File: src/rtl/thermzone_pkg.sv
package thermzone_pkg;

  localparam int unsigned NUM_BOUND = 5;
  localparam int unsigned NUM_CHG   = 4;
  localparam int unsigned ZONE_W    = 3;

  typedef enum logic [ZONE_W-1:0] {
    ZN_COLD  = 3'd0,
    ZN_0_10  = 3'd1,
    ZN_10_45 = 3'd2,
    ZN_45_50 = 3'd3,
    ZN_50_60 = 3'd4,
    ZN_HOT   = 3'd5
  } zone_e;

  // per-mille of full scale to a code of rw bits, rounded to nearest
  function automatic int unsigned pm_to_code(input int unsigned pm,
                                             input int unsigned rw);
    return (pm * (32'd1 << rw) + 32'd500) / 32'd1000;
  endfunction

  // zone index = number of boundaries on whose warm side the battery sits
  function automatic logic [ZONE_W-1:0] warm_count(
      input logic [NUM_BOUND-1:0] cold_side);
    logic [ZONE_W-1:0] n;
    n = '0;
    for (int i = 0; i < int'(NUM_BOUND); i++) begin
      if (!cold_side[i]) n = n + 1'b1;
    end
    return n;
  endfunction

endpackage

File: src/rtl/thermzone_bound.sv
module thermzone_bound #(
  parameter int unsigned RW     = 10,
  parameter int unsigned COLD_A = 756,
  parameter int unsigned WARM_A = 665,
  parameter int unsigned COLD_B = 805,
  parameter int unsigned WARM_B = 698
) (
  input  logic [RW-1:0] ratio,
  input  logic          sel,
  input  logic          cur_cold,
  output logic          nxt_cold,
  output logic          hit_cold,
  output logic          hit_warm
);

  localparam logic [RW-1:0] TC_A = RW'(thermzone_pkg::pm_to_code(COLD_A, RW));
  localparam logic [RW-1:0] TW_A = RW'(thermzone_pkg::pm_to_code(WARM_A, RW));
  localparam logic [RW-1:0] TC_B = RW'(thermzone_pkg::pm_to_code(COLD_B, RW));
  localparam logic [RW-1:0] TW_B = RW'(thermzone_pkg::pm_to_code(WARM_B, RW));

  logic [RW-1:0] th_cold, th_warm;

  assign th_cold  = sel ? TC_B : TC_A;
  assign th_warm  = sel ? TW_B : TW_A;
  assign hit_cold = (ratio >= th_cold);
  assign hit_warm = (ratio <= th_warm);
  assign nxt_cold = hit_cold | (cur_cold & ~hit_warm);

endmodule

File: src/rtl/thermzone_fields.sv
module thermzone_fields #(
  parameter int unsigned VT_W = 3,
  parameter int unsigned IC_W = 4,
  parameter int unsigned NCHG = 4,
  parameter int unsigned ZW   = 3
) (
  input  logic [ZW-1:0]        zone,
  input  logic                 pass,
  input  logic [VT_W*NCHG-1:0] vt_cfg,
  input  logic [IC_W*NCHG-1:0] ic_cfg,
  output logic [VT_W-1:0]      vterm,
  output logic [IC_W-1:0]      imax
);

  always_comb begin
    vterm = '0;
    imax  = '0;
    if (pass) begin
      for (int k = 0; k < int'(NCHG); k++) begin
        if (zone == ZW'(k + 1)) begin
          vterm = vt_cfg[k*VT_W +: VT_W];
          imax  = ic_cfg[k*IC_W +: IC_W];
        end
      end
    end
  end

endmodule

File: src/rtl/thermzone_classifier.sv
module thermzone_classifier
  import thermzone_pkg::*;
#(
  parameter int unsigned RW      = 10,
  parameter int unsigned VT_W    = 3,
  parameter int unsigned IC_W    = 4,
  parameter int unsigned OPEN_PM = 980,
  parameter int unsigned COLD_PM_A [NUM_BOUND] = '{756, 662, 353, 315, 308},
  parameter int unsigned WARM_PM_A [NUM_BOUND] = '{665, 654, 345, 308, 249},
  parameter int unsigned COLD_PM_B [NUM_BOUND] = '{805, 698, 323, 278, 270},
  parameter int unsigned WARM_PM_B [NUM_BOUND] = '{698, 686, 313, 270, 194}
) (
  input  logic                    clk,
  input  logic                    rst_n,
  input  logic                    sample_vld,
  input  logic [RW-1:0]           ratio_code,
  input  logic                    therm_sel,
  input  logic [VT_W*NUM_CHG-1:0] zone_vt_cfg,
  input  logic [IC_W*NUM_CHG-1:0] zone_ic_cfg,
  output logic [ZONE_W-1:0]       zone,
  output logic [VT_W-1:0]         vterm_code,
  output logic [IC_W-1:0]         imax_code,
  output logic                    chg_inhibit,
  output logic                    cold_flt,
  output logic                    hot_flt,
  output logic                    open_flt
);

  localparam logic [RW-1:0] OPEN_CODE = RW'(pm_to_code(OPEN_PM, RW));

  logic [ZONE_W-1:0]    zone_q, zone_nxt;
  logic                 open_q, open_hit;
  logic [NUM_BOUND-1:0] cur_cold, nxt_cold, hit_c, hit_w;
  logic                 in_chg, vt_bad;

  // one hysteretic comparator pair per boundary, 0 = coldest
  for (genvar b = 0; b < int'(NUM_BOUND); b++) begin : g_bound
    assign cur_cold[b] = (zone_q <= ZONE_W'(b));
    thermzone_bound #(
      .RW(RW), .COLD_A(COLD_PM_A[b]), .WARM_A(WARM_PM_A[b]),
      .COLD_B(COLD_PM_B[b]), .WARM_B(WARM_PM_B[b])
    ) u_bnd (
      .ratio(ratio_code), .sel(therm_sel), .cur_cold(cur_cold[b]),
      .nxt_cold(nxt_cold[b]), .hit_cold(hit_c[b]), .hit_warm(hit_w[b])
    );

    // the two trip points of one boundary never fire together
    a_r5_trip_exclusive: assert property (@(posedge clk) disable iff (!rst_n)
      !(hit_c[b] && hit_w[b]));

    if (b + 1 < int'(NUM_BOUND)) begin : g_order
      // a colder boundary on its cold side implies the next one is too
      a_r7_side_order: assert property (@(posedge clk) disable iff (!rst_n)
        nxt_cold[b] |-> nxt_cold[b+1]);
    end
  end

  assign open_hit = (ratio_code >= OPEN_CODE);
  assign zone_nxt = warm_count(nxt_cold);

  always_ff @(posedge clk or negedge rst_n) begin
    if (!rst_n) begin
      zone_q <= ZN_10_45;
      open_q <= 1'b0;
    end else if (sample_vld) begin
      open_q <= open_hit;
      if (!open_hit) zone_q <= zone_nxt;
    end
  end

  assign zone     = zone_q;
  assign cold_flt = (zone_q == ZN_COLD);
  assign hot_flt  = (zone_q == ZN_HOT);
  assign open_flt = open_q;
  assign in_chg   = !cold_flt && !hot_flt && !open_q;

  thermzone_fields #(
    .VT_W(VT_W), .IC_W(IC_W), .NCHG(NUM_CHG), .ZW(ZONE_W)
  ) u_fields (
    .zone(zone_q), .pass(in_chg), .vt_cfg(zone_vt_cfg), .ic_cfg(zone_ic_cfg),
    .vterm(vterm_code), .imax(imax_code)
  );

  assign vt_bad      = in_chg && (vterm_code == {VT_W{1'b1}});
  assign chg_inhibit = !in_chg || vt_bad;

  // no strobe, no state change
  a_r2_hold_without_strobe: assert property (@(posedge clk) disable iff (!rst_n)
    !sample_vld |=> $stable(zone_q) && $stable(open_q));

  // zone code never leaves the six defined values
  a_r2_zone_range: assert property (@(posedge clk) disable iff (!rst_n)
    zone_q <= ZN_HOT);

  // open thermistor freezes classification
  a_r10_open_freeze: assert property (@(posedge clk) disable iff (!rst_n)
    (sample_vld && open_hit) |=> open_q && $stable(zone_q));

  // cold trip lands in the cold zone
  a_r3_cold_entry: assert property (@(posedge clk) disable iff (!rst_n)
    (sample_vld && !open_hit && hit_c[0]) |=> cold_flt);

  // hot trip lands in the hot zone
  a_r4_hot_entry: assert property (@(posedge clk) disable iff (!rst_n)
    (sample_vld && hit_w[NUM_BOUND-1]) |=> hot_flt);

  // any fault inhibits charging
  a_r9_fault_inhibit: assert property (@(posedge clk) disable iff (!rst_n)
    (cold_flt || hot_flt || open_flt) |-> chg_inhibit);

  // non-charging zones publish zero codes
  a_r8_zero_fields: assert property (@(posedge clk) disable iff (!rst_n)
    !in_chg |-> (vterm_code == '0) && (imax_code == '0));

endmodule

File: config.mk
export PLATFORM = sky130hd
export DESIGN_NAME = thermzone_classifier
export DESIGN_NICKNAME = d
export VERILOG_FILES = /design/src/rtl/thermzone_pkg.sv /design/src/rtl/thermzone_bound.sv /design/src/rtl/thermzone_fields.sv /design/src/rtl/thermzone_classifier.sv
export SDC_FILE = /design/constraint.sdc
export NUM_CORES = 1
export LEC_CHECK = 0
export BUFFER_PORTS_ARGS = -buffer_cell sky130_fd_sc_hd__buf_2
export CAP_MARGIN = 40
export CORE_MARGIN = 4
export CORE_UTILIZATION = 49
export DETAILED_ROUTE_END_ITERATION = 12
export PLACE_DENSITY_LB_ADDON = 0.08
export SETUP_SLACK_MARGIN = 0.4
export SLEW_MARGIN = 20
export SYNTH_ARGS = -nofsm -noshare
export SYNTH_HDL_FRONTEND = slang
export SYNTH_SLANG_ARGS = --single-unit
export TNS_END_PERCENT = 5
File: constraint.sdc
create_clock -name clk -period 3.7 [get_ports clk]
set_input_delay 0.37 -clock clk [delete_from_list [all_inputs] [get_ports clk]]
set_output_delay 0.37 -clock clk [all_outputs]
set_load 0.01 [all_outputs]
# [Yosys cells after proc, flatten, opt, wreduce, memory -nomap -nowiden]
# Index checks and enable logic that the tools add are counted.
[word_totals] wordCells=78 ff_bits=4 inputBits=42
[classes] n_lt_le_gt_ge=16 n_addsub=4 bitwise=16 eq_ne=6 n_mux=24 reduce_logical=10
[ops] operator="10-bit less-or-equal comparator" n=5
[ops] operator="10-bit greater-or-equal comparator" n=4
[ops] operator="6-bit 2-to-1 mux" n=6
[ops] operator="3-bit 2-to-1 mux" n=9
[ops] operator="7-bit 2-to-1 mux" n=3
[ops] operator="4-bit 2-to-1 mux" n=5
[ops] operator="3-bit by 1-bit adder with 3-bit output (second input constant)" n=4
[ops] operator="10-bit greater-or-equal comparator (second input constant)" n=1
[ops] operator="10-bit by 9-bit greater-or-equal comparator with 1-bit output" n=1
[ops] operator="3-bit equality test (second input constant)" n=3
[ops] operator="3-bit by 2-bit equality test with 1-bit output (second input constant)" n=2
[ops] operator="3-bit by 1-bit less-or-equal comparator with 1-bit output (second input constant)" n=2
[ops] operator="3-bit by 2-bit less-or-equal comparator with 1-bit output (second input constant)" n=2
[ops] operator="1-bit inverter" n=6
[ops] operator="1-bit AND" n=5
[ops] operator="1-bit bitwise OR" n=5
[ops] operator="1-bit logical NOT" n=4
[ops] operator="3-bit by 1-bit equality test with 1-bit output (second input constant)" n=1
[ops] operator="3-bit less-or-equal comparator (second input constant)" n=1
[ops] operator="1-bit logical AND" n=3
[ops] operator="3-bit logical NOT" n=1
[ops] operator="2-bit AND reduction" n=1
[ops] operator="1-bit logical OR" n=1
[ops] operator="1-bit 2-to-1 mux" n=1

# [Logic depth before layout (Yosys ltp)]
# Gate-level depths: netlist (run 1).
[depth] word_depth=14 ltp_mapped=18 mapped_depth_nobuf=18

# [Cells and area by module]
# From an unflattened synthesis (run 1), not the netlist that was laid out.
[hier_totals] hier_cells=210 hier_area_um2=1662.8
[by_module_without_submodules] module="thermzone_classifier" area_each_um2=381.6 seq_area_each_um2=101.3 n_inst=1 cells_per_inst=45
[by_module_without_submodules] module="thermzone_bound at g_bound[3].u_bnd" area_each_um2=254.0 seq_area_each_um2=0.0 n_inst=1 cells_per_inst=31
[by_module_without_submodules] module="thermzone_bound at g_bound[0].u_bnd" area_each_um2=242.7 seq_area_each_um2=0.0 n_inst=1 cells_per_inst=30
[by_module_without_submodules] module="thermzone_fields" area_each_um2=236.5 seq_area_each_um2=0.0 n_inst=1 cells_per_inst=32
[by_module_without_submodules] module="thermzone_bound at g_bound[4].u_bnd" area_each_um2=210.2 seq_area_each_um2=0.0 n_inst=1 cells_per_inst=28
[by_module_without_submodules] module="thermzone_bound at g_bound[1].u_bnd" area_each_um2=198.9 seq_area_each_um2=0.0 n_inst=1 cells_per_inst=25
[by_module_without_submodules] module="thermzone_bound at g_bound[2].u_bnd" area_each_um2=138.9 seq_area_each_um2=0.0 n_inst=1 cells_per_inst=19

# [Worst setup path after synthesis (run 1)]
# OpenSTA, ideal clock, no wires.
[synth_path] kind="input to register" start="input therm_sel" end="register zone_q[2] (netlist: zone[2])" stages=18 slack_ps=-155 setup_time_ps=92 arrival_ps=3763 path_cell_list="inv_1 > ha_1 > inv_1 > a31o_2 > a211oi_1 > o21bai_1 > a211o_1 > a21oi_1 > nand2b_1 > ha_1 > xnor2_1 > inv_1 > ha_1 > mux2_4 > ha_1 > and3b_1 > o21a_1 > o31ai_2"
[synth_via] elab_chain_len=14
[synth_lines] item="start, declared" line_no="thermzone_classifier.sv:17" text="input logic therm_sel,"
[synth_lines] item="7-bit 2-to-1 mux" line_no="thermzone_bound.sv:24" text="assign th_warm = sel ? TW_B : TW_A;"
[synth_lines] item="10-bit less-or-equal comparator" line_no="thermzone_bound.sv:26" text="assign hit_warm = (ratio <= th_warm);"
[synth_lines] item="1-bit inverter" line_no="thermzone_bound.sv:27" text="assign nxt_cold = hit_cold | (cur_cold & ~hit_warm);"
[synth_lines] item="1-bit AND" line_no="thermzone_bound.sv:27"
[synth_lines] item="1-bit bitwise OR" line_no="thermzone_bound.sv:27"
[synth_lines] item="1-bit 2-to-1 mux" line_no="thermzone_pkg.sv:28" text="if (!cold_side[i]) n = n + 1'b1;"
[synth_lines] item="3-bit by 1-bit adder with 3-bit output" line_no="thermzone_pkg.sv:28"
[synth_lines] item="3-bit 2-to-1 mux" line_no="thermzone_pkg.sv:28"
[synth_lines] item="3-bit by 1-bit adder with 3-bit output" line_no="thermzone_pkg.sv:28"
[synth_lines] item="3-bit 2-to-1 mux" line_no="thermzone_pkg.sv:28"
[synth_lines] item="3-bit by 1-bit adder with 3-bit output" line_no="thermzone_pkg.sv:28"
[synth_lines] item="3-bit 2-to-1 mux" line_no="thermzone_pkg.sv:28"
[synth_lines] item="3-bit by 1-bit adder with 3-bit output" line_no="thermzone_pkg.sv:28"
[synth_lines] item="3-bit 2-to-1 mux (*)" line_no="thermzone_pkg.sv:28"
[synth_lines] item="end signal, assigned" line_no="thermzone_classifier.sv:67" text="if (!open_hit) zone_q <= zone_nxt;"
[synth_lines] item="end, declared" line_no="thermzone_classifier.sv:31" text="logic [ZONE_W-1:0] zone_q, zone_nxt;"
# Every way passes the cells marked *; elsewhere a longest branch is shown, timed or not.
# A chain may end at the register's enable or synchronous reset.

# [Worst setup path after layout (run 1)]
# Ends and elaborated chain as after synthesis.

==> results.txt, run 1 <==
The tools report the maximum buffer depth of the clock tree as 2. Of all nets on the critical path, the largest fanout is 6. CTS placed an instance of clkbuf_4 at the clock tree root. The wire-length estimate of the detail-placed layout is 3620 microns. The total vias in the final route was 1688; the average instance area after synthesis was 7.65 sq um. The region available for standard cell placement spans 0.00257 sq mm. Data arrives at the worst endpoint at 3.84 ns. The clock reaches the later pin of the worst-skew pair after 0.24 ns. The kind of launch point of the worst setup path was an input pin. The initial utilization of the core area, before any placement, comes to 53.7%.

Count of buffer and inverter cells on the critical path: 4. The commonest non-fill, non-tap cell in the layout is buf_2. The floorplan die height was 61.0 microns. By startpoint and endpoint, the worst setup path is classified as input pin to flip-flop. Count of different cell masters after synthesis: 56. The number of flops mapped to enable cells by yosys was 0. The detail route stage leaves a number of antenna-violating nets equal to 0.

Measured along the x axis, the die boundary spans 61.0 microns. For this run, design rule violations remaining after detail routing come to 0. At the pin with the least slew margin, the transition time is 0.579 ns. In this run the most critical hold path is launched from sample_vld. Cell class contributing the biggest share of worst-path delay: compound AO/OA/AOI/OAI gates.

Critical register-to-register path startpoint: zone[1]. The layout net count is 315. The area added between synthesis and finish is 46.1%, and the share of synthesized area occupied by flip-flops and latches is 7.36%. The average wire per standard cell was 16.4 microns; the overall power of the completed layout was 0.000587 W.

Setup violations remaining at the end of the flow were counted as 0. In this design, the critical path's most frequently occurring cell is ha_4. The logs give 0 for the number of antenna violations at the first check in global routing and 23.2% for the global-route usage over all layers. Setup repair after global routing could not meet its margin everywhere. The top flip-flop cell by instance count after synthesis was dfrtp_1. The total standard cell area after synthesis is 0.00138 sq mm. The cell taking the most area after synthesis was ha_1.

By area the synthesized netlist is led by ha_1 (17%), nor2_1 (6.8%), mux2_2 (5.7%), dfrtp_1 (5.4%), o21a_1 (4.4%). The number of buffers created by CTS was 3; the number of inserted diodes was 0. The tightest slew margin relative to the limit was 61.1%; the clock sink count was 4. Traced cell by cell, the critical path runs through buf_8 -> clkinvlp_4 -> ha_4 -> inv_2 -> a31o_4 -> a211oi_2 -> o21bai_1 -> a211o_1 -> a21oi_2 -> nand2b_4 -> ha_4 -> xnor2_4 -> inv_2 -> ha_4 -> mux2_4 -> ha_4 -> and3b_2 -> o21a_1 -> o31ai_2. TritonCTS built the clock tree. Summed over its instances, the top area cell type makes up 17.3% of the synthesized netlist area.

Tracing the worst setup path back leads to its startpoint at therm_sel. For the final number of max-transition violations, the log shows 0. The number of levels the H-tree was split into is 1, and the peak ir drop on the vdd network is 0.420 mV. The CTS clock-pin slew for the worst setup and hold paths was 0.05 ns. For the worst setup path, the data required time is 3.85 ns. Leaving out fill and tap cells, the most frequent cells in the layout are buf_2 (54), nor2_1 (25), buf_4 (22). The upper clock frequency limit is 271 MHz. In this run the worst hold path is classified as input pin to flip-flop. Entering global routing, the biggest net connects 22 pins. The run gives 241 as the number of nets produced by synthesis. The tools report the final setup skew as 0.0137 ns. The floorplan has 18 rows. After synthesis, the share of flip-flops with an asynchronous set or reset is 100%.

The tools report the total iterations of the first detailed-routing run as 4. The number of failing hold endpoints at the final stage is 0, and the number of global-route vias before repair is 1559. The I/O pin count was 56.

The run finished with clean final reports. The Yosys warning count is 0, and the final-layout fill cell count is 194. The synthesized flop and latch total is 4. The clock period could shrink to 3.69 ns. STA classifies the critical path endpoint as a flip-flop. Among all stages on the critical path, the largest delay is contributed by ha_4. For the final weighted congestion of routability-driven global placement, the log shows 0.886.

The tightest hold margin was 0.369 ns; the initial DRC count was 51. The total congestion overflow is 0. The tools report the full die area as 0.00372 sq mm. The wire length reported by the detailed router was 4640 microns; the count of maximum capacitance violations was 0.

The proportion of layout cells with a drive suffix above 1 was 47.4%. The largest incremental delay on the critical path is 0.35 ns. In this run the tool buffered the top-level ports with 55 buffer cells.

Using the TritonRoute via totals, the vias-per-cell ratio works out to 5.96. Portion of the clock cycle consumed by the worst path in the final layout: 99.7%. The leakage power of the design was 0.952 nW. The power density over the cells is 291 mW/mm^2, and the global-route wire length before repair is 6820 microns. The cell count after synthesis came out at 180.
[through the flow]
stage / setup WS [ns] / utilization (%) / TNS (ns) / instance area [sq um] / instances
3_3_place_gp: -0.111 / 73.4 / -0.111 / 1890 / 275
4_1_cts: 0.0264 / 75.3 / 0 / 1930 / 280
6_report: 0.0108 / 78.4 / 0 / 2010 / 283
2_1_floorplan: 0.0780 / - / 0 / 1480 / 180
5_1_grt: -0.113 / 78.4 / -0.113 / 2010 / 283
3_5_place_dp: -0.264 / 73.4 / -0.292 / 1890 / 275
[final timing paths]
kind | endpoint | slack [ns] | cells after the start
max in group asynchronous | zone[1] | 3.01 | 2
hold reg to reg | zone[1] | 0.69 | 2
hold / removal | open_flt | 0.37 | 2
min in group asynchronous | zone[2] | 0.47 | 2
setup / recovery | zone[2] | 0.01 | 19
setup reg to reg | zone[2] | 0.40 | 13
[metal layers]
metal	track usage, %	wire length (microns)	vias up
met5	0	0	-
met4	2.48	28	0
met3	1.68	278	4
met2	44.0	2440	59
met1	29.5	1900	808
li1	-	-	817
[cells in the mapped netlist, drive strengths merged, types with 3 or more instances]
library cell and count:
o21ai 6, nand2 10, and2 3, nor3 3, inv 9, clkbuf 6
a211oi 3, dfrtp 3, nor2b 6, nand3 7, ha 19, a21oi 9
o21a 8, a31oi 8, nand2b 3, buf 3, a22oi 7, mux2 8
nor2 25
[worst reg2reg max path, cell delays in order, from the launching register on]
cell and delay [ns]:
dfstp_2 0.46, nor3_1 0.53, nor4_1 0.09, a21boi_1 0.26, o21ai_2 0.12, ha_4 0.28
xnor2_4 0.17, inv_2 0.07, ha_4 0.21, mux2_4 0.29, ha_4 0.16, and3b_2 0.21
o21a_1 0.18, o31ai_2 0.21
[sequential cells by signal, indices dropped and copies added, names as in the netlist]
register  flops
open_flt      1
zone          3
[layout make-up]
type	instances	area (sq um)	share of cell area, %
multi-input combinational	158	1350	67.1
timing repair buffer	78	460	22.9
sequential	4	101	5.03
inverter	9	37.5	1.86
tap	30	37.5	1.86
clock buffer	4	26.3	1.31
[kinds of logic (layout without fill, tap and decap cells)]
kind of cell             count (synthesis)  count (layout)  synth area share (%)
buffers and inverters                   18              91                  6.36
AO/OA/AOI/OAI                           57              57                  31.4
XOR/XNOR                                 3               3                  2.91
multiplexers                            10              10                  8.27
AND/OR/NAND/NOR                         69              69                  26.4
flip-flops                               4               4                  7.36
adder cells (fa/ha/maj)                 19              19                  17.3
[timing repair]
action | 4_1_cts | 5_1_grt
gates resized for setup | 1 | 14
endpoints found under the hold margin | 3 | 0
hold buffers | 1 | 0
pin swaps | 1 | 13
setup buffers | 0 | 3
setup endpoints to repair | 2 | 2
[report_power, final]
group | leakage [nW] | switching, W | internal [W]
registers | 0.0487 | 0.0000165 | 0.0000543
logic | 0.889 | 0.000233 | 0.000224
clock network | 0.0150 | 0.0000188 | 0.0000405
Power figures use the tool's default switching activity.
==> inputs of run 2 (changes only) <==
--- a/config.mk
+++ b/config.mk
@@ -7,10 +7,10 @@
 export LEC_CHECK = 0
 export BUFFER_PORTS_ARGS = -buffer_cell sky130_fd_sc_hd__buf_2
 export CAP_MARGIN = 40
-export CORE_MARGIN = 4
 export CORE_UTILIZATION = 49
 export DETAILED_ROUTE_END_ITERATION = 12
 export PLACE_DENSITY_LB_ADDON = 0.08
+export REMOVE_ABC_BUFFERS = 1
 export SETUP_SLACK_MARGIN = 0.4
 export SLEW_MARGIN = 20
 export SYNTH_ARGS = -nofsm -noshare
==> results.txt, run 2 (synthesized netlist as in run 1, its figures left out) <==
The flow ran to the end, and the final reports show no timing, DRC or antenna violations. Maximum number of pins on one net before global-route repair: 22 (unchanged). The proportion of layout cells with a drive suffix above 1 came out at 47.9% (+0.45 points). The initial DRC count was 63 (+24%); the I/O pin count was 56 (unchanged). The portion of the clock cycle consumed by the worst path in the final layout is 95.1% (-4.6 points), and the CTS clock-pin slew for the worst setup and hold paths is 0.05 ns (about the same). The global-route wire length before repair was 6730 microns (-1.3%).

The register share of total power is 10.5% (-1.6 points). The minimum clock period after layout works out to 3.52 ns (-0.169 ns). The total net switching power is 0.000274 W (+2.1%), and the total iterations of the first detailed-routing run is 4 (unchanged). The floorplan die height is 55.0 microns (-9.8%), and the floorplan die width is 55.0 microns (-9.8%).

The tools report the source-to-sink clock delay at the later pin of the worst-skew pair as 0.26 ns (+0.02 ns). The power density over the cells is 291 mW/mm^2 (-0.27%). Master of the slowest instance on the critical path: mux2_4. Maximum fanout along the worst path: 5 (-1).

TritonCTS built the clock tree. Number of levels the H-tree was split into: 1 (unchanged). The average wire per standard cell was 16.0 microns (-2.7%).

CTS placed an instance of clkbuf_4 at the clock tree root. Wire length reported by the detailed router: 4610 microns (-0.60%). Arrival time reported for the critical path endpoint: 3.67 ns (-0.17 ns). The maximum buffer depth of the clock tree is 2 (unchanged). The count of unresolved DRC violations after routing was 0 (unchanged); the average vias per placed instance was 6.06 (+1.6%). The tools report the placement row count as 18 (unchanged). The setup slack at placement is -0.368 ns (-0.103 ns).

Cell class contributing the biggest share of worst-path delay: compound AO/OA/AOI/OAI gates. The data required time at the worst endpoint was 3.85 ns (about the same); the number of buffer cells added on primary ports was 55 (unchanged). The share of total power consumed by net switching is 46.1% (+0.33 points). STA classifies the critical path endpoint as a flip-flop.

Setup repair after global routing could not meet its margin everywhere. For the full die area, the log shows 0.00303 sq mm (-19%). The total core area came out at 0.00257 sq mm (unchanged).

The signal on the critical path passes through buf_8 -> inv_8 -> ha_4 -> nand2_2 -> a31o_2 -> a211oi_2 -> o21bai_1 -> a211o_1 -> a21oi_2 -> nand2b_4 -> ha_4 -> xnor2_4 -> inv_1 -> ha_1 -> mux2_4 -> ha_4 -> and3b_2 -> o21a_1 -> o31ai_2. The count of maximum capacitance violations was 0 (unchanged). The tools report the post-detailed-route count of antenna-violating nets as 0 (unchanged). The largest incremental delay on the critical path was 0.30 ns (-0.05 ns); the initial cell density of the core was 53.7% (unchanged).

The area added between synthesis and finish is 48.6%. The worst setup path is of the input pin to flip-flop kind. The peak ir drop on the vdd network is 0.333 mV (-21%), and the share of total power in combinational logic is 78.2% (+0.4 points). The flip-flop count of the largest register after layout is 3 (unchanged). Leaving out fill and tap cells, the most frequent cell in the layout is buf_2. The number of inserted diodes is 0 (unchanged), and the layout net count is 321 (+1.9%). Count of buffer and inverter cells on the critical path: 3 (-1).

The logs give 64.1% (+3.0 points) for the tightest slew margin relative to the limit and 0 (unchanged) for the number of antenna violations at the first check in global routing. The logs give 0.000321 W (+0.78%) for the internal power of the cells and 0 (unchanged) for the final number of max-transition violations. Leaving out fill and tap cells, the most frequent cells in the layout are buf_2 (52), buf_4 (27), nor2_1 (24). For the number of failing hold endpoints at the final stage, the log shows 0 (unchanged). The final critical-path setup slack is 0.180 ns (+0.169 ns). The total congestion overflow came out at 0 (unchanged).

The kind of launch point of the worst setup path was an input pin. For the final setup skew, the log shows 0.00954 ns (-0.00413 ns). The class of the most critical hold timing path was input pin to flip-flop.

The logs give 0 ns (unchanged) for the setup TNS after final layout and 0.992 (+12%) for the final weighted congestion of routability-driven global placement. Number of buffers created by CTS: 3 (unchanged). The number of global-route vias before repair is 1527 (-2.1%). The logs give 1752 (+3.8%) for the total vias in the final route and 0.990 nW (+3.9%) for the leakage power of the design. The global-route usage over all layers is 31.1% (+7.8 points), and the relative contribution of the clock network to total power is 11.2% (+1.1 points). The tightest hold margin was 0.347 ns (-0.0217 ns); the transition time of the tightest slew-check pin was 0.535 ns (-0.0441 ns). Count of final setup violators: 0 (unchanged).

The most frequent cell on the critical path was ha_4. The run gives 0.000595 W (+1.4%) as the overall power of the completed layout. The estimated wirelength of the detail-placed design came out at 3360 microns (-7.1%).

The run gives 284 MHz (+4.8%) as the upper clock frequency limit. The tools report the clock sink count as 4 (unchanged).
==> run 2: worst paths after layout <==
path	startpoint	to	slack, ns	cells past startpoint
worst min register to register	zone[0]	zone[0]	0.71	3
worst min-delay path	sample_vld	open_flt	0.35	2
worst max register to register	zone[2]	zone[2]	0.62	12
max in group asynchronous	rst_n	zone[1]	3.03	2
worst max-delay path	therm_sel	zone[2]	0.18	19
min in group asynchronous	rst_n	zone[0]	0.46	2
==> run 2: power groups by stage <==
stage / Sequential (W) / Combinational [W] / Clock, W
global placement: 0.0000628 / 0.000391 / 0
CTS: 0.0000622 / 0.000448 / 0.0000632
detailed placement: 0.0000628 / 0.000406 / 0
finish: 0.0000625 / 0.000465 / 0.0000669
floorplan: 0.0000860 / 0.000221 / 0
global route: 0.0000629 / 0.000509 / 0.0000716
==> run 2: repair_timing <==
item                                   CTS  global route
buffers inserted                         4             0
setup endpoints to repair                2             2
endpoints found under the hold margin    3             0
gates resized for setup                 29             4
hold buffers                             1             0
pin swaps                               15            10
==> run 2: routing by layer <==
layer	track usage (%)	wire (microns)
met5	0	0
met4	11.3	81
met3	6.56	428
met2	52.8	2280
met1	38.1	1820
==> run 2: worst register-to-register path, stage by stage (launching register included) <==
cell and delay [ns]:
dfrtp_1 0.34, buf_4 0.23, nor2_1 0.08, a31oi_1 0.20
a21oi_2 0.09, a211oi_2 0.44, mux2i_1 0.31, ha_1 0.26
mux2_4 0.30, ha_4 0.17, and3b_2 0.20, o21a_1 0.18
o31ai_2 0.19
==> run 2: through the flow <==
stage	instance area [sq um]	util, %	instances
floorplan	1320	-	171
global placement	1820	70.8	280
detailed placement	1820	70.8	280
CTS	2030	78.9	289
global route	2050	79.7	289
finish	2050	79.7	289
==> run 2: layout make-up <==
cell class | instances | area, sq um
flip-flops and latches | 4 | 101
multi-input cells | 158 | 1320
inverters | 9 | 41.3
well taps | 30 | 37.5
fillers | 176 | 520
clock buffers | 4 | 26.3
repair buffers | 84 | 522
==> inputs of run 3 (changes only) <==
--- a/config.mk
+++ b/config.mk
@@ -5,13 +5,13 @@
 export SDC_FILE = /design/constraint.sdc
 export NUM_CORES = 1
 export LEC_CHECK = 0
+export ABC_AREA = 1
 export BUFFER_PORTS_ARGS = -buffer_cell sky130_fd_sc_hd__buf_2
 export CAP_MARGIN = 40
-export CORE_UTILIZATION = 49
+export CORE_UTILIZATION = 51
 export DETAILED_ROUTE_END_ITERATION = 12
-export PLACE_DENSITY_LB_ADDON = 0.08
+export PLACE_DENSITY = 0.82
 export REMOVE_ABC_BUFFERS = 1
-export SETUP_SLACK_MARGIN = 0.4
 export SLEW_MARGIN = 20
 export SYNTH_ARGS = -nofsm -noshare
 export SYNTH_HDL_FRONTEND = slang
==> results.txt, run 3 <==
The logs give 1.00 (+1.0%) for the final weighted congestion of routability-driven global placement and 1631 (+6.8%) for the number of global-route vias before repair. The tightest hold margin is 0.375 ns (+0.0278 ns), and the share of Yosys cell area claimed by the top area cell type is 21.4% (+4.2 points). The tools report the setup slack at placement as 0.0702 ns (+0.438 ns).

The synthesized flop and latch total came out at 4 (unchanged). Transition time of the tightest slew-check pin: 0.382 ns (-0.153 ns). The number of cells traversed by the worst register-to-register path is 22 (+10), and the number of stages on the worst hold path is 3 (+1). The average vias per placed instance is 5.17 (-15%).

For the maximum buffer depth of the clock tree, the log shows 2 (unchanged). The CTS clock-pin slew for the worst setup and hold paths was 0.04 ns (about the same). In the post-synthesis netlist, the biggest area contributors are nand2_1 (21%), ha_1 (15%), nor2_1 (9.6%), inv_1 (9.1%), nand3_1 (7.1%). The power density over the cells was 319 mW/mm^2 (+9.9%).

The largest individual stage delay along the critical path comes from the cell ha_1. The clock sink count was 4 (unchanged). Yosys instantiated no cell more often than nand2_1. The layout net count is 417 (+30%). The share of total power consumed by net switching was 55.3% (+9.2 points); the register area was 101 sq um (unchanged).

Count of unresolved DRC violations after routing: 0 (unchanged). The run gives 5 (+1) as the total iterations of the first detailed-routing run. The setup TNS after final layout is 0 ns (unchanged). Ranked by instance count, the synthesized netlist is headed by nand2_1 (92), nor2_1 (41), inv_1 (39), nand3_1 (23), ha_1 (19).

For the placement row count, the log shows 20 (+2). The tools report the met2 capacity usage during global routing as 44.5% (-8.3 points). The run gives 13.2% (+2.7 points) as the register share of total power. The count of buffer and inverter cells on the critical path was 6 (+3). Counting stages on the worst path, the most repeated cell is nand2_1.

The number of antenna violations at the first check in global routing was 0 (unchanged). The run gives 53.2% (-0.47 points) as the initial cell density of the core. Upper clock frequency limit: 299 MHz (+5.3%). The number of buffer cells added on primary ports is 55 (unchanged).

The minimum clock period after layout came out at 3.34 ns (-0.177 ns). The post-detailed-route count of antenna-violating nets came out at 0 (unchanged). The leakage power of the design is 1.16 nW (+17%).

The number of inserted diodes was 0 (unchanged); the estimated wirelength of the detail-placed design was 3800 microns (+13%). The run gives 0.00161 sq mm (+17%) as the total standard cell area after synthesis. The flip-flop count of the largest register after layout works out to 3 (unchanged). The average instance area after synthesis is 5.44 sq um (-29%), and the total net switching power is 0.000346 W (+26%).

Class of the most critical hold timing path: input pin to flip-flop. The count of final setup violators is 0 (unchanged), and the number of levels the H-tree was split into is 1 (unchanged). For the number of instances in the synthesized netlist, the log shows 296 (+64%). The top flip-flop cell by instance count after synthesis is dfrtp_1. The final-layout fill cell count is 296 (+68%), and the tightest slew margin relative to the limit is 74.6% (+10 points).

Broken down by cell family, the worst path's largest delay share belongs to simple AND/OR/NAND/NOR gates. The total congestion overflow is 0 (unchanged). Busiest layer in global routing: met2. The total number of cells along the worst setup path works out to 26 (+7). Setup repair after global routing left no endpoint under its margin. The run gives 56 (unchanged) as the I/O pin count. The share of total power in combinational logic is 77.4% (-0.8 points), and the relative contribution of the clock network to total power is 9.4% (-1.8 points).

STA classifies the critical path startpoint as an input pin. Internal power of the cells: 0.000280 W (-13%). Number of flops mapped to enable cells by yosys: 0 (unchanged). The floorplan die width is 58.2 microns (+5.8%).

The logs give 2064 (+18%) for the total vias in the final route and 26.9% (-4.1 points) for the global-route usage over all layers. The async set-reset flop share out of synthesis came out at 100% (unchanged). Worst setup path category: input pin to flip-flop. CTS placed an instance of clkbuf_4 at the clock tree root. The proportion of layout cells with a drive suffix above 1 works out to 24.2% (-24 points). The global-route wire length before repair is 7140 microns (+6.0%). Type of destination of the critical path: a flip-flop. The cell taking the most area after synthesis was nand2_1. The commonest non-fill, non-tap cell in the layout is nand2_1.

The initial DRC count is 153 (+140%), and the area added between synthesis and finish is 21.9%. TritonCTS built the clock tree. The tools report the Yosys warning count as 0 (unchanged).

The tools report the final setup skew as 0.0109 ns (+0.00133 ns). Peak ir drop on the vdd network: 0.183 mV (-45%). The count of maximum capacitance violations is 0 (unchanged), and the maximum number of pins on one net before global-route repair is 14 (-36%). The source-to-sink clock delay at the later pin of the worst-skew pair came out at 0.24 ns (-0.02 ns). The average wire per standard cell is 11.7 microns (-27%), and the arrival time reported for the critical path endpoint is 3.46 ns (-0.21 ns).

The met3 track demand over resource came out at 5.58% (-0.98 points). Global routing usage on met1: 36.8% (-1.4 points). The total area of multi-input combinational cells came out at 0.00130 sq mm (-1.3%). The number of failing hold endpoints at the final stage is 0 (unchanged), and the total core area is 0.00303 sq mm (+18%).

The maximum fanout along the worst path was 8 (+3). The largest incremental delay on the critical path works out to 0.37 ns (+0.07 ns). The run finished with clean final reports. The library cells used most frequently in the layout, excluding fill and tap cells, are nand2_1 (92), buf_2 (54), nor2_1 (41). The floorplan die height was 58.2 microns (+5.8%). Portion of the clock cycle consumed by the worst path in the final layout: 90.4% (-4.8 points). Number of buffers created by CTS: 3 (unchanged). The final critical-path setup slack is 0.357 ns (+0.177 ns). The count of different cell masters after synthesis was 29 (-48%); the final number of max-transition violations was 0 (unchanged).

The data required time at the worst endpoint is 3.82 ns (-0.03 ns), and the wire length reported by the detailed router is 4680 microns (+1.5%). The share of synthesized area occupied by flip-flops and latches is 6.29% (-1.1 points). The tools report the full die area as 0.00339 sq mm (+12%).
-- run 3: changes by cell type in the layout (fill, tap and decap cells not counted), sizes merged, moves of 6 or more --
| cell | previous run | this run |
|---|---|---|
| nand2 | 10 | 100 |
| inv | 9 | 45 |
| buf | 83 | 57 |
| nor2 | 25 | 48 |
| nand3 | 7 | 23 |
| o21ai | 6 | 16 |
| mux2 | 8 | 0 |
| o21a | 8 | 0 |
| a22oi | 7 | 0 |
| a31oi | 8 | 2 |
| nor2b | 6 | 0 |
-- run 3: layout make-up --
class / count / area share (%)
clock buffers: 4 / 1.34
multi-input cells: 243 / 66.3
repair buffers: 59 / 15.8
well taps: 44 / 2.80
inverters: 45 / 8.60
flip-flops and latches: 4 / 5.16
-- run 3: kinds of logic after synthesis --
group                      after synthesis  synth area share (%)
AOI/OAI and AO/OA                       38                  14.7
adders and majority gates               19                  14.8
and+or+nand+nor                        186                  51.4
DFF                                      4                  6.29
buffers and inverters                   49                  12.9
-- run 3: power by group through the flow --
stage          clock (W)  combinational, W  sequential, W
2_1_floorplan          0          0.000327      0.0000832
3_3_place_gp           0          0.000472      0.0000826
3_5_place_dp           0          0.000479      0.0000824
4_1_cts        0.0000617          0.000482      0.0000819
5_1_grt        0.0000660          0.000545      0.0000859
6_report       0.0000589          0.000485      0.0000827
-- run 3: metrics by stage --
| step | instance area, sq um | utilization [%] | total power (W) | instances |
|---|---|---|---|---|
| floorplan | 1570 | - | 0.000410 | 292 |
| global placement | 1920 | 63.6 | 0.000554 | 394 |
| detailed placement | 1920 | 63.6 | 0.000561 | 394 |
| CTS | 1960 | 64.8 | 0.000625 | 399 |
| global route | 1960 | 64.8 | 0.000697 | 399 |
| finish | 1960 | 64.8 | 0.000627 | 399 |
-- run 3: what timing repair did --
item                                    4_1_cts  5_1_grt
hold endpoints to repair                      3        0
hold buffers                                  1        0
gates resized for setup                       0        2
buffers inserted                              0        0
endpoints found under the setup margin        0        2
-- run 3: final timing paths --
kind	startpoint	to	slack, ns
hold / removal	sample_vld	open_flt	0.37
hold reg to reg	zone[1]	zone[1]	0.53
setup / recovery	therm_sel	zone[2]	0.36
min in group asynchronous	rst_n	open_flt	0.46
setup reg to reg	zone[2]	zone[2]	0.70
max in group asynchronous	rst_n	zone[1]	3.02
-- run 3: tightest hold or removal path: stages --
cell and delay (ns):
buf_2 0.09, nor2_1 0.03, nor2_1 0.08
-- run 3: metal layers --
| layer | up-vias | routed length, microns |
|---|---|---|
| met2 | 99 | 2180 |
| li1 | 1072 | - |
| met3 | 2 | 423 |
| met1 | 891 | 2050 |
| met4 | 0 | 29 |
| met5 | - | 0 |
